--- src/rtl/spi_word_fifos.sv ---
module spi_word_fifos #(
  parameter int DW    = 32,
  parameter int DEPTH = 8,
  parameter int TW    = 3
) (
  input  logic          clk,
  input  logic          rst_n,
  input  logic          soft_rst,
  input  logic          flush_req,
  output logic          flush_busy,
  input  logic [TW-1:0] wr_thresh,
  input  logic [TW-1:0] rd_thresh,
  input  logic          bus_wr_en,
  input  logic [DW-1:0] bus_wr_data,
  input  logic          bus_rd_en,
  output logic [DW-1:0] bus_rd_data,
  input  logic          shf_rd_en,
  output logic [DW-1:0] shf_rd_data,
  input  logic          shf_wr_en,
  input  logic [DW-1:0] shf_wr_data,
  output logic [11:0]   status
);
  localparam int AW = (DEPTH > 1) ? $clog2(DEPTH) : 1;
  localparam int CW = $clog2(DEPTH + 1);
  localparam logic [CW-1:0] FULLN = CW'(DEPTH);
  localparam logic [AW-1:0] LASTP = AW'(DEPTH - 1);

  logic          flush_q;
  logic [1:0]    push, pop, full, empty, ovf, unf, rdy;
  logic [DW-1:0] din  [2];
  logic [DW-1:0] dout [2];

  assign push    = {shf_wr_en, bus_wr_en};
  assign pop     = {bus_rd_en, shf_rd_en};
  assign din[0]  = bus_wr_data;
  assign din[1]  = shf_wr_data;
  assign shf_rd_data = dout[0];
  assign bus_rd_data = dout[1];
  assign flush_busy  = flush_q;

  always_ff @(posedge clk or negedge rst_n)
    if (!rst_n)                  flush_q <= 1'b0;
    else if (soft_rst || flush_q) flush_q <= 1'b0;
    else                         flush_q <= flush_req;

  for (genvar g = 0; g < 2; g++) begin : g_q
    logic [DW-1:0] mem [DEPTH];
    logic [AW-1:0] wp, rp;
    logic [CW-1:0] n;
    logic          o, u;
    logic [DW-1:0] q;
    logic          do_push, do_pop, hold;

    assign full[g]  = (n == FULLN);
    assign empty[g] = (n == '0);
    assign hold     = soft_rst | flush_q;
    assign do_push  = push[g] & ~full[g] & ~hold;
    assign do_pop   = pop[g] & ~empty[g] & ~hold;
    assign ovf[g]   = o;
    assign unf[g]   = u;
    assign dout[g]  = q;

    if (g == 0) begin : g_out
      assign rdy[g] = (FULLN - n) > CW'(wr_thresh);
    end else begin : g_in
      assign rdy[g] = n > CW'(rd_thresh);
    end

    always_ff @(posedge clk or negedge rst_n)
      if (!rst_n) begin
        wp <= '0; rp <= '0; n <= '0; o <= 1'b0; u <= 1'b0; q <= '0;
      end else if (soft_rst) begin
        wp <= '0; rp <= '0; n <= '0; o <= 1'b0; u <= 1'b0; q <= '0;
      end else if (flush_q) begin
        wp <= '0; rp <= '0; n <= '0; o <= 1'b0; u <= 1'b0;
      end else begin
        if (do_push) wp <= (wp == LASTP) ? '0 : wp + 1'b1;
        if (do_pop) begin
          rp <= (rp == LASTP) ? '0 : rp + 1'b1;
          q  <= mem[rp];
        end
        n <= n + CW'(do_push) - CW'(do_pop);
        o <= o | (push[g] & full[g]);
        u <= u | (pop[g] & empty[g]);
      end

    always_ff @(posedge clk)
      if (do_push) mem[wp] <= din[g];
  end

  assign status = {ovf[0], unf[0], ovf[1], unf[1],
                   full[0], empty[0], full[1], empty[1],
                   rdy[0], rdy[1], 2'b00};
endmodule


--- config.mk ---
export PLATFORM = sky130hd
export DESIGN_NAME = spi_word_fifos
export DESIGN_NICKNAME = d
export VERILOG_FILES = /design/src/rtl/spi_word_fifos.sv
export SDC_FILE = /design/constraint.sdc
export NUM_CORES = 1
export LEC_CHECK = 0
export ABC_AREA = 1
export ABC_CLOCK_PERIOD_IN_PS = 3150
export CAP_MARGIN = 20
export CORE_UTILIZATION = 30
export DETAILED_ROUTE_END_ITERATION = 10
export DONT_BUFFER_PORTS = 1
export SYNTH_ARGS = -nofsm -noshare
export SYNTH_HDL_FRONTEND = slang
export SYNTH_SLANG_ARGS = --single-unit
--- constraint.sdc ---
create_clock -name clk -period 3.15 [get_ports clk]
set_input_delay 0.315 -clock clk [delete_from_list [all_inputs] [get_ports clk]]
set_output_delay 0.315 -clock clk [all_outputs]
set_load 0.02 [all_outputs]
## After elaboration in Yosys (flattened, before gate mapping)

Memories as Yosys holds them, arrays and structs flattened.
Cells that the tools add are included.

| cells by class | value |
|---|---|
| add/subtract/negate cells | 9 |
| $lt $le $gt $ge | 2 |
| equal/unequal tests | 7 |
| muxes and demuxes | 39 |
| bitwise gates (word level) | 22 |
| reductions and logical operators | 11 |

Operators by type and width:

| cell | number |
|---|---|
| 32-bit 2-to-1 mux | 6 |
| 3-bit 2-to-1 mux | 16 |
| 4-bit 2-to-1 mux | 4 |
| 1-bit 2-to-1 mux | 13 |
| 3-bit by 1-bit adder with 3-bit output (second input constant) | 4 |
| 1-bit AND | 12 |
| 3-bit == test (second input constant) | 4 |
| 3-bit nonzero test | 4 |
| 4-bit by 1-bit adder with 4-bit output | 2 |
| 4-bit == test (second input constant) | 2 |
| 4-bit by 3-bit > comparator with 1-bit output | 2 |
| 4-bit logical NOT | 2 |
| 4-bit by 1-bit subtractor with 4-bit output | 2 |
| 1-bit inverter | 5 |
| 1-bit OR | 5 |
| 2-bit AND reduction | 2 |
| 2-bit nonzero test | 2 |
| 4-bit subtractor (first input constant) | 1 |
| 2-bit inequality test (second input constant) | 1 |
| 1-bit logical OR | 1 |

| word-level totals | value |
|---|---|
| register bits | 89 |
| memory bits (writable) | 512 |
| bits of input ports | 78 |
| output and inout port bits | 77 |
| logic and storage cells | 105 |
| memories kept | 2 |

Memories:

| memory | words | width | rd ports | clocked after Yosys merged registers in | write ports | line | source |
|---|---|---|---|---|---|---|---|
| g_q[0].mem | 8 | 32 | 1 | 0 | 1 | 47 | `logic [DW-1:0] mem [DEPTH];` |
| g_q[1].mem | 8 | 32 | 1 | 0 | 1 | 47 |  |

## Longest topological paths before layout

Gate-level depths: netlist of run 1.

| depth | value |
|---|---|
| depth in word-level cells | 8 |
| gate-level depth with buffers | 15 |
| gate-level depth less buffers | 14 |

## Worst setup path before layout of run 1

OpenSTA, ideal clock, no wires.

| timing | value |
|---|---|
| path type | register -> register |
| start point | register flush_q (netlist: flush_busy) |
| end point | memory g_q[1].mem[0][0], enable pin |
| library setup time | 0.421 ns |
| data arrival time | 2.481 ns |
| data required time | 2.729 ns |
| path slack | 0.248 ns |
| stages on the path, launching flop included | 7 |
| path buffers | 1 |
| clock period less this slack | 2.902 ns |
| path through | dfrtp_1 > nor2_1 > inv_1 > buf_2 > nor2_4 > nand2_1 > nor2_1 |

| between the ends | value |
|---|---|
| word-level cells in the longest chain between the ends | 5 |

RTL lines:

| item | line | source |
|---|---|---|
| start: declaration | 28 | `logic flush_q;` |
| start signal: assignment | 44 | `else flush_q <= flush_req;` |
| 1-bit OR | 56 | `assign hold = soft_rst \| flush_q;` |
| 1-bit inverter | 57 | `assign do_push = push[g] & ~full[g] & ~hold;` |
| 1-bit AND | 57 |  |
| 1-bit 2-to-1 mux | 88 | `if (do_push) mem[wp] <= din[g];` |
| 1-bit 2-to-1 mux (implied by the code) | 88 |  |
| end: declaration | 47 |  |

Every way passes these cells.

## Final worst setup path of run 1

| timing | value |
|---|---|
| start point | register g_q[0].n[1] |
| end point | output port status[3] |

| between the ends | value |
|---|---|
| word-level cells in the longest chain between the ends | 2 |

RTL lines:

| item | line | source |
|---|---|---|
| start: declaration | 49 | `logic [CW-1:0] n;` |
| start signal: assignment | 82 | `n <= n + CW'(do_push) - CW'(do_pop);` |
| 4-bit subtractor | 64 | `assign rdy[g] = (FULLN - n) > CW'(wr_thresh);` |
| 4-bit by 3-bit > comparator with 1-bit output | 64 |  |
| end: declaration | 21 | `output logic [11:0] status` |

Every way passes these cells.

==> key figures, run 1 <==
Drt
  • Final wirelength: 60.6 mm
  • Via Count: 16300
  • Routed vias/inst: between 4 and 5
  • 1st-pass router iterations: 5
  • Routed WL per cell: around 16 µm
  • Iter 0 DRT Violations: 1002
  • DRC: 0
  • DRT antenna net count: 0

Run status
  • Status: finished, final reports clean

Timing
  • Max Slew Vio Count: 0
  • Final setup viols: 0
  • Min Clock Period, post-route: 2510 ps
  • Worst clock skew: roughly 40 ps
  • Period utilization: about 80%
  • Rel. slew slack: between 30% and 40%
  • Worst Max-Slew Pin Slew: around 930 ps
  • Achievable frequency: roughly 400 MHz
  • RSZ-0062 raised after global routing: no
  • Fin Setup TNS: 0 ps
  • Hold Vio Cnt, Final: 0
  • Worst Setup Slack, final: 645 ps

Logic synthesis
  • Syn avg cell area: 10.4 µm²
  • Count leader, synth: nand2_1
  • Post-synth ARST share: around 15%
  • Mapped cell area: around 26000 µm²
  • Cell taking the most area after synthesis: edfxtp_1
  • Top cells by area, synth: edfxtp_1, nand2_1, dfrtp_1
  • Post-synth EDFFs: 512
  • Syn. warnings: 0
  • Post-synthesis sequential area ratio: 68.9%
  • Main flop type after synthesis: edfxtp_1
  • Mapped Cells: ~2500
  • Number of library cell types mapped by synthesis: 24
  • Synth cell count leaders: nand2_1, edfxtp_1, inv_1
  • Top cell type's share of synthesized area: 60.2%
  • Synth Register Bits: 601

Final layout
  • Nets: 2631
  • FF/Latch Area: between 15000 and 20000 µm²
  • # fillers: approximately 8200
  • P&R area growth vs syn: 17.6%
  • Fraction of layout instances using a drive strength above 1: about 6.6%
  • Area of the multi-input gates: between 5000 and 6000 µm²

Worst setup path
  • WP data required: roughly 2800 ps
  • Largest fanout on the critical path: 4
  • Crit path launch type: flip-flop
  • Endpoint type of the worst setup path: output pin
  • CP Class: flip-flop to output pin
  • CP arrival: about 2200 ps

Clocking
  • CTS tree: yes
  • TritonCTS Sinks: around 600
  • Clock Latency Late Sink: 620 ps
  • CTS Buf Count: 67
  • CTS Hold Buffers Added: 72
  • Post-CTS setup buffer count: 0
  • Clk pin slew, worst setup/hold paths: 70 ps
  • Post_cts resized: 0
  • Clock buffer depth: 3
  • CTS H-tree lvls: 3
  • Root Buffer: clkbuf_16

Die
  • Die W: just under 300 µm
  • Starting density of the core: roughly 30%
  • Full die area: about 86000 µm²
  • # rows: approximately 110
  • # IOs: between 150 and 200
  • Core ar.: 84000 µm²
  • Chip height: approximately 290 µm

Power
  • Final Total Pwr: slightly above 20 mW
  • Peak supply drop: about 0.63 mV
  • P per Cell Area: a little under 700 nW/µm²
  • Leak: between 10 and 15 nW

Hold path
  • Hold WC Path Type: input pin to flip-flop

Global routing
  • Largest net degree at the start of global routing: 131
  • Congestion Overflow GR: 0
  • Initial antenna violation count: 12
  • Global-route wire length before repair: 92.9 mm
  • Total Routing Usage GR: roughly 14%
  • Vias in the first global route: approximately 16000

Placed design
  • Worst slack at placement: around 680 ps
  • Port Buf Inserts: 0
  • Post-DP HPWL: 32.9 mm
  • GP Congestion: between 0.7 and 0.8

Run
  • MaxCap Viol Count: 0
-- final cells by class --
cell class | instances | share of cell area (%)
inverters | 437 | 5.48
clock inverters | 30 | 1.31
flip-flops and latches | 601 | 58.6
well taps | 1134 | 4.72
clock buffers | 94 | 6.26
diodes | 5 | 0.0417
repair buffers | 115 | 4.07
multi-input cells | 1301 | 19.5
-- worst max-delay path, cell delays in order, from the launching register on --
cell     delay, ps
dfrtp_1        380
inv_1          150
ha_1           270
ha_1           290
a21oi_1        150
nor2_1          50
o21ai_0        140
nand2_1        170
-- cell usage in the layout, fill, tap and decap left out, drive strengths merged, types with 2 or more instances in the layout --
| cell | instances |
|---|---|
| a21oi | 9 |
| buf | 44 |
| bufinv | 5 |
| clkbuf | 94 |
| clkinv | 22 |
| conb | 2 |
| dfrtp | 89 |
| diode | 5 |
| dlygate4sd3 | 71 |
| edfxtp | 512 |
| fa | 2 |
| ha | 28 |
| inv | 440 |
| nand2 | 813 |
| nand3 | 394 |
| nor2 | 31 |
| o21ai | 16 |
| xnor2 | 2 |
-- power by group --
group	total, mW	switching (mW)	leakage (nW)	internal (mW)
registers	9.51	0.497	5.83	9.02
clock network	7.95	3.28	1.11	4.67
logic	2.93	2.06	5.90	0.870
-- state kept, by name (all words and copies together) (netlist names) --
| register | cells |
|---|---|
| flush_busy | 1 |
| shf_rd_data | 32 |
| g_q.u | 2 |
| bus_rd_data | 32 |
| g_q.mem | 512 |
| g_q.wp | 6 |
| g_q.rp | 6 |
| g_q.o | 2 |
| g_q.n | 8 |
-- final timing paths --
kind	cells after the start	endpoint	start	slack [ps]
setup / recovery	7	status[3]	g_q[0].n[1]$_DFF_PN0_	640
hold / removal	4	g_q[1].n[3]$_DFF_PN0_	soft_rst	40
setup reg to reg	12	g_q[1].n[2]$_DFF_PN0_	g_q[1].n[2]$_DFF_PN0_	700
hold reg to reg	2	g_q[0].wp[0]$_DFFE_PN0P_	g_q[0].wp[0]$_DFFE_PN0P_	600
max in group asynchronous	2	shf_rd_data[17]$_DFFE_PN0P_	rst_n	2220
min in group asynchronous	2	bus_rd_data[7]$_DFFE_PN0P_	rst_n	380
-- stage by stage --
stage	util (%)	std cells	hold WS, ps	instance area (µm²)
after global routing	35.8	3716	43.4	30000
after detailed placement	32.2	3516	25.2	27000
after global placement	32.2	3516	25.1	27000
after floorplan	-	2457	19.4	25600
after CTS	35.8	3712	6.13	30000
final	35.8	3717	42.6	30000
-- logic make-up (layout without fill, tap and decap cells) --
family | after synthesis | count (layout) | synth area share [%]
xor gates and xnor gates | 3 | 3 | 0.103
AOI/OAI and AO/OA | 25 | 25 | 0.490
DFF | 601 | 601 | 68.9
other | 1 | 7 | 0.0147
and+or+nand+nor | 1241 | 1241 | 20.3
buffers and inverters | 555 | 676 | 8.69
adders and majority gates | 30 | 30 | 1.53
-- metal layers --
layer	GRT usage, %	wire (µm)
met1	17.7	25900
met2	23.9	29500
met3	3.18	3760
met4	4.22	1290
met5	0	79
Power figures use the tool's default switching activity.
==> inputs of run 2 (changes only) <==
ABC_CLOCK_PERIOD_IN_PS = 2200   (was 3150)
clock period = 2.2 ns   (was 3.15 ns; I/O delays follow)
==> run 2 against run 1 <==
Setup slack worse by 630 ps. Combinational power is 59% higher. Critical path depth grew 1. Total power rose by 41%. Non-clock buffer count up 26. First-iteration DRC count is 14% higher. Core utilization is 0.34 points higher. Largest cell class unchanged. Largest power group unchanged.
==> key figures, run 2 (synthesis gave the netlist of run 1 again) <==
Worst setup path
  • Largest fanout on the critical path: 3
  • CP Class: flip-flop to output pin
  • WP data required: 1980 ps
  • Endpoint type of the worst setup path: output pin
  • Crit path launch type: flip-flop
  • CP arrival: 1960 ps

Final layout
  • Nets: approximately 2600
  • Commonest non-fill, non-tap cell in the layout: nand2_1
  • Final Non-Filler Cells: 3731
  • Fraction of layout instances using a drive strength above 1: roughly 8.5%
  • Max FFs per register: 512
  • P&R area growth vs syn: 18.7%
  • Most frequent cells in the layout: nand2_1, edfxtp_1, inv_1
  • Final instance area: between 30000 and 40000 µm²
  • Top reg by flops: g_q.mem

Run status
  • Status: finished, final reports clean

Clocking
  • Root Buffer: clkbuf_16
  • CTS tree: yes
  • CTS Buf Count: 59
  • Clock buffer depth: 3
  • Clk pin slew, worst setup/hold paths: approximately 70 ps
  • CTS H-tree lvls: 2
  • TritonCTS Sinks: 601
  • Clock Latency Late Sink: about 610 ps

Drt
  • Iter 0 DRT Violations: roughly 1100
  • DRT antenna net count: 0
  • Routed vias/inst: roughly 4.4
  • Final wirelength: approximately 60 mm
  • DRC: 0
  • 1st-pass router iterations: 5
  • Routed WL per cell: 16.4 µm
  • Via Count: roughly 16000

Power
  • Peak supply drop: 0.753 mV
  • Final Total Pwr: between 20 and 30 mW
  • P per Cell Area: around 950 nW/µm²
  • Leak: 12.9 nW

Timing
  • Rel. slew slack: a little over half
  • Final setup viols: 0
  • Period utilization: around 99%
  • Hold Vio Cnt, Final: 0
  • Worst clock skew: between 15 and 20 ps
  • Worst Setup Slack, final: 16.9 ps
  • RSZ-0062 raised after global routing: yes
  • Achievable frequency: between 400 and 500 MHz
  • Max Slew Vio Count: 0
  • Hold slack: 12.7 ps
  • Min Clock Period, post-route: approximately 2200 ps
  • Worst Max-Slew Pin Slew: between 700 and 800 ps

Placed design
  • Worst slack at placement: -15.5 ps
  • Port Buf Inserts: 0
  • Post-DP HPWL: 35.7 mm
  • Dpl cells: 3532
  • Post-Place Cell Area: around 27000 µm²
  • GP Congestion: roughly 0.76

Hold path
  • Hold WC Path Type: input pin to flip-flop

Run
  • MaxCap Viol Count: 0

Global routing
  • Congestion Overflow GR: 0
  • Initial antenna violation count: 11
  • Global-route wire length before repair: 94.8 mm
  • Vias in the first global route: between 15000 and 20000
  • Total Routing Usage GR: ~14%
  • Largest net degree at the start of global routing: 94

Die
  • Die W: roughly 290 µm
  • # IOs: approximately 160
  • Full die area: 86300 µm²
  • Core ar.: approximately 84000 µm²
  • Starting density of the core: a little over 30%
  • Chip height: approximately 300 µm
  • # rows: between 100 and 150
==> run 2: cell types whose count changed in the layout (fill, tap and decap cells not counted), moves of 7 or more <==
cell	change
buf_12	+15
buf_4	+10
clkbuf_16	-9
inv_1	-7
inv_2	+7
clkbuf_8	+8
clkbuf_1	-9
==> run 2: what timing repair did <==
action,CTS,global route
hold endpoints to repair,622,0
pin swaps,2,8
gates resized for setup,8,18
endpoints found under the setup margin,8,248
buffers inserted,3,7
hold buffers,72,0
==> run 2: per-layer routing <==
metal | vias to the layer above | track usage, % | routed length (µm)
met3 | 80 | 2.81 | 3730
met2 | 417 | 24.8 | 30500
li1 | 8054 | - | -
met4 | 12 | 3.19 | 1050
met1 | 7795 | 18.1 | 25900
met5 | - | 0 | 76
==> run 2: power by group <==
group | switching (mW) | internal, mW
logic | 3.16 | 1.51
clock network | 4.31 | 6.18
registers | 0.688 | 12.9
total | 8.16 | 20.6
==> run 2: path summary, 6_finish.rpt <==
path	slack (ps)	depth (start not counted)	to	from
max	20	8	status[3]	g_q[0].n[0]$_DFF_PN0_
min	10	5	g_q[0].wp[1]$_DFFE_PN0P_	bus_wr_en
max reg2reg	80	11	g_q[1].n[2]$_DFF_PN0_	g_q[1].n[3]$_DFF_PN0_
min reg2reg	590	2	g_q[1].n[2]$_DFF_PN0_	flush_busy$_DFF_PN0_
max in group asynchronous	1510	2	shf_rd_data[15]$_DFFE_PN0P_	rst_n
min in group asynchronous	190	2	bus_rd_data[30]$_DFFE_PN0P_	rst_n
==> run 2: worst max-delay path, cell delays in order (launching register included) <==
cell	delay, ps
dfrtp_1	360
inv_2	60
ha_4	170
xnor2_2	130
ha_1	280
inv_1	60
nor2_1	40
o21ai_1	130
nand2_2	120
==> run 2: area by class of cell <==
type                       count  area (µm²)
clock inverter                28         314
tap                         1134        1420
antenna                        5        12.5
sequential                   601       17600
multi-input combinational   1301        5970
inverter                     437        1650
clock buffer                  84        1730
timing repair buffer         141        1610
fill                        8209       53600
==> run 2: through the flow <==
step                      TNS [ps]  util [%]
after CTS                    -56.5      35.9
after detailed placement     -15.5      32.6
after global routing          -147      36.1
after floorplan             -62160         -
after global placement           0      32.6
final                            0      36.1
